File: src/rtl/spd_pkg.sv
package spd_pkg;

  typedef enum logic {
    SHIFT_REV = 1'b0,
    SHIFT_FWD = 1'b1
  } shift_dir_e;

  // chip select beats blanking, blanking beats data, polarity applied last
  function automatic logic gate_bit(input logic data,
                                    input logic bank_on,
                                    input logic sel_on,
                                    input logic pol_true);
    logic pre;
    pre = sel_on & bank_on & data;
    return pre ^ ~pol_true;
  endfunction

endpackage

File: src/rtl/spd_shift_chain.sv
module spd_shift_chain
  import spd_pkg::*;
#(
  parameter int NSTAGE = 8
) (
  input  logic              clk,
  input  logic              rst,
  input  logic              dir_fwd,
  input  logic              sin,
  output logic [NSTAGE-1:0] chain_q,
  output logic              sout
);

  shift_dir_e dir;
  assign dir = shift_dir_e'(dir_fwd);

  always_ff @(posedge clk) begin
    if (rst) begin
      chain_q <= '0;
    end else if (dir == SHIFT_FWD) begin
      chain_q <= {chain_q[NSTAGE-2:0], sin};
    end else begin
      chain_q <= {sin, chain_q[NSTAGE-1:1]};
    end
  end

  assign sout = (dir == SHIFT_FWD) ? chain_q[NSTAGE-1] : chain_q[0];

endmodule

File: src/rtl/spd_latch_bank.sv
module spd_latch_bank #(
  parameter int WIDTH = 8
) (
  input  logic             clk,
  input  logic             rst,
  input  logic             le,
  input  logic [WIDTH-1:0] d,
  output logic [WIDTH-1:0] q
);

  always_ff @(posedge clk) begin
    if (rst) begin
      q <= '0;
    end else if (le) begin
      q <= d;
    end
  end

endmodule

File: src/rtl/spd_out_gate.sv
module spd_out_gate
  import spd_pkg::*;
#(
  parameter int NBANK  = 4,
  parameter int NSTAGE = 8,
  localparam int NOUT  = NBANK * NSTAGE
) (
  input  logic            clk,
  input  logic            rst,
  input  logic [NOUT-1:0] latch_q,
  input  logic [NBANK-1:0] blank_n,
  input  logic            cs_n,
  input  logic            pol,
  output logic [NOUT-1:0] dout
);

  logic [NOUT-1:0] gated;

  for (genvar b = 0; b < NBANK; b++) begin : g_bank
    for (genvar s = 0; s < NSTAGE; s++) begin : g_bit
      assign gated[b*NSTAGE + s] =
        gate_bit(latch_q[b*NSTAGE + s], blank_n[b], cs_n, pol);
    end
  end

  always_ff @(posedge clk) begin
    if (rst) begin
      dout <= '0;
    end else begin
      dout <= gated;
    end
  end

endmodule

File: src/rtl/spd_core.sv
module spd_core #(
  parameter int NBANK  = 4,
  parameter int NSTAGE = 8,
  localparam int NOUT  = NBANK * NSTAGE
) (
  input  logic             clk,
  input  logic             rst,
  input  logic             dir_fwd,
  input  logic [NBANK-1:0] sin,
  input  logic             le,
  input  logic [NBANK-1:0] blank_n,
  input  logic             cs_n,
  input  logic             pol,
  output logic [NBANK-1:0] sout,
  output logic [NOUT-1:0]  dout
);

  logic [NOUT-1:0] chain_all;
  logic [NOUT-1:0] latch_all;

  for (genvar b = 0; b < NBANK; b++) begin : g_bank
    spd_shift_chain #(.NSTAGE(NSTAGE)) u_chain (
      .clk     (clk),
      .rst     (rst),
      .dir_fwd (dir_fwd),
      .sin     (sin[b]),
      .chain_q (chain_all[b*NSTAGE +: NSTAGE]),
      .sout    (sout[b])
    );

    spd_latch_bank #(.WIDTH(NSTAGE)) u_latch (
      .clk (clk),
      .rst (rst),
      .le  (le),
      .d   (chain_all[b*NSTAGE +: NSTAGE]),
      .q   (latch_all[b*NSTAGE +: NSTAGE])
    );
  end

  spd_out_gate #(.NBANK(NBANK), .NSTAGE(NSTAGE)) u_gate (
    .clk     (clk),
    .rst     (rst),
    .latch_q (latch_all),
    .blank_n (blank_n),
    .cs_n    (cs_n),
    .pol     (pol),
    .dout    (dout)
  );

endmodule

File: config.mk
export PLATFORM = sky130hd
export DESIGN_NAME = spd_core
export DESIGN_NICKNAME = d
export VERILOG_FILES = /design/src/rtl/spd_pkg.sv /design/src/rtl/spd_shift_chain.sv /design/src/rtl/spd_latch_bank.sv /design/src/rtl/spd_out_gate.sv /design/src/rtl/spd_core.sv
export SDC_FILE = /design/constraint.sdc
export NUM_CORES = 1
export LEC_CHECK = 0
export ABC_AREA = 1
export ABC_CLOCK_PERIOD_IN_PS = 1700
export BUFFER_PORTS_ARGS = -buffer_cell sky130_fd_sc_hd__buf_2
export CAP_MARGIN = 20
export CELL_PAD_IN_SITES_DETAIL_PLACEMENT = 1
export CELL_PAD_IN_SITES_GLOBAL_PLACEMENT = 1
export CORE_ASPECT_RATIO = 2
export CORE_MARGIN = 5
export CORE_UTILIZATION = 44
export CTS_CLUSTER_DIAMETER = 120
export DETAILED_ROUTE_END_ITERATION = 7
export PLACE_DENSITY = 0.83
export REMOVE_ABC_BUFFERS = 1
export SLEW_MARGIN = 30
export SYNTH_ARGS = -nofsm -noshare
export SYNTH_HDL_FRONTEND = slang
export SYNTH_HIERARCHICAL = 1
export SYNTH_SLANG_ARGS = --single-unit
File: constraint.sdc
create_clock -name clk -period 1.7 [get_ports clk]
set_input_delay 0.085 -clock clk [delete_from_list [all_inputs] [get_ports clk]]
set_output_delay 0.085 -clock clk [all_outputs]
set_load 0.03 [all_outputs]
==> run summary <==
status = completed
gr usage total = 0.1860
adder-cell area share of the yosys netlist = 0
Seq cells post-synth = 96
setup violators final = 0
die span in x = 79.71 um
gr ovfl total = 0
# clock sinks = 96
worst vdd ir = 0.0005871 V
clock tree buffer depth = 2
full die area = 11910 um2
DR pass1 iterations = 4
Max H-tree Level = 3
clk_skew = 4.043 ps
Pwr Density = 1090 nW/um2
Final #Nets = 680
main combinational cell family by area after synthesis = simple AND/OR/NAND/NOR gates
# rows = 51
pin count of the biggest net entering global routing = 65
Achievable Freq = 817.9 MHz
max_slew headroom = 0.6010
commonest non-fill, non-tap cell in the layout = nand2_1
initial antenna violation count = 0
CTS tree = yes
unrepaired setup endpoints after global routing = false
Worst Setup End Kind = output pin
footprint of the multi-input gates = 1717 um2
synth warn = 6
n_diodes = 0
Final Cell Area = 4720 um2
ratio of cells with drive above 1 in the final layout = 0.1239
CP arrival = 1140 ps
Tightest Pin Transition = 598.5 ps
post-layout minimum cycle time = 1223 ps
Max stage delay on crit path = 340 ps
post-synthesis sequential area ratio = 0.4494
Placer Congestion = 0.7883
Core Util, Final = 0.4898
CORE AREA = 9635 um2
final wirelength = 10380 um
period utilization = 0.7192
Layout area overhead = 10.36%
Lkg Pwr = 2.428 nW
FF/Latch Area = 1922 um2
Syn Inst Count = 633
Startpoint Class = flip-flop
CP max FO = 2
CTS root buffer = clkbuf_16
Vias = 3812
post-CTS sizing = 0
Routed Antenna Nets = 0
delay-heaviest family, CP = flip-flops
first-pass GRT wire length = 17610 um
Worst Path Required = 1620 ps
Post-DP HPWL = 7397 um
Final Hold Vio Count = 0
clk_lat worst skew = 330 ps
TNS Setup = 0 ps
CTS Buf Count = 9
Die Ht = 149.4 um
slowest cell on the critical path = dfxtp_1
most frequent cells in the layout = nand2_1 (192), nor2_1 (164), dfxtp_1 (96)
Synth Area in Compound Gates = 0.004681
syn_area_per_cell = 6.756 um2
XOR/XNOR Fraction of Synth Area = 0
FILL cells = 1300
critical path class = flip-flop to output pin
Buffers & Inverters on Critical Path = 2
post-synthesis cell type count = 16
Final WS setup = 477.3 ps
Initial Util = 0.4438
post-synthesis simple-gate area fraction = 0.3967
Cell Area, Placed = 4422 um2
Mapped Area = 4277 um2
drt via density = 4.753
post-synthesis mux area share = 0
clk slew on worst S/H paths = 60 ps
Hold WC Path Type = input port to flip-flop
wire per inst = 12.94 um
Slew Limit Fails = 0
count of port buffers added during placement = 49
maxcap violations = 0
Placement Setup Slack = 513.2 ps
# IOs = 50
vias in the first global route = 3953
# DRC = 0
Initial DRC Count = 157
cell breakdown of the critical path = inv_1, o21ai_1, buf_2
-- layer usage --
layer | share of wire | up-vias | wire, um | global-route usage
li1 | - | 1951 | - | -
met1 | 0.39 | 1784 | 4008 | 0.1886
met2 | 0.56 | 57 | 5785 | 0.3576
met3 | 0.027 | 20 | 276 | 0.02831
met4 | 0.030 | 0 | 310 | 0.08778
met5 | 0 | - | 0 | 0
-- synth_stat cells (all sizes together) --
master,n,share of area
buf,33,0.078
dfxtp,96,0.45
nand4,24,0.035
clkbuf,6,0.0067
o21ai,4,0.0047
nand2,196,0.17
nand3,32,0.037
nor2,168,0.15
inv,74,0.065
-- report_power, final --
part	switching, mW	leakage [nW]	internal (mW)
Clock	0.813	0.145	1.16
Sequential	0.0831	0.797	2.40
Combinational	0.478	1.49	0.211
Total	1.37	2.43	3.77
-- through the flow --
| step | hold WS (ps) | power (mW) | std cells |
|---|---|---|---|
| floorplan | 156.7 | 2.922 | 594 |
| global placement | 316.7 | 3.182 | 786 |
| detailed placement | 337.6 | 3.219 | 786 |
| CTS | 4.978 | 5.205 | 802 |
| global route | 44.89 | 5.389 | 802 |
| finish | 13.05 | 5.146 | 802 |
-- registers in the layout, summed over array words and instances, names as in the netlist --
register                flops
g_bank.u_latch/q           32
u_gate/dout                32
g_bank.u_chain/chain_q     32
-- cell type report --
type,count,share of cell area
multi-input cells,424,0.3637
inverters,74,0.05885
clock buffers,11,0.05143
well taps,132,0.03499
clock inverters,4,0.009544
flip-flops and latches,96,0.4072
repair buffers,61,0.07423
-- worst reg2reg max path, delay by kind of cell, from the launching register on --
family	cells	cell delay, ps
and+or+nand+nor	4	410
DFF	1	360
-- cell families after synthesis --
group                  after synthesis
and+or+nand+nor                    420
AOI/OAI and AO/OA                    4
buffers and inverters              113
DFF                                 96
-- timing repair --
item / CTS / global route
hold buffers: 1 / 0
endpoints found under the hold margin: 1 / 0
endpoints found under the setup margin: 0 / 0
buffers inserted: 0 / 0
-- worst paths after layout --
kind / start / to / slack, ps / cells past startpoint
setup / recovery: g_bank[2].u_chain/chain_q[0]$_SDFF_PP0_ / sout[2] / 480 / 3
hold / removal: sin[2] / g_bank[2].u_chain/chain_q[7]$_SDFF_PP0_ / 10 / 3
setup reg to reg: g_bank[0].u_latch/q[6]$_SDFFE_PP0P_ / u_gate/dout[6]$_SDFF_PP0_ / 850 / 4
hold reg to reg: g_bank[2].u_latch/q[3]$_SDFFE_PP0P_ / g_bank[2].u_latch/q[3]$_SDFFE_PP0P_ / 480 / 2
Note: power is estimated with default switching activity, not from simulation.
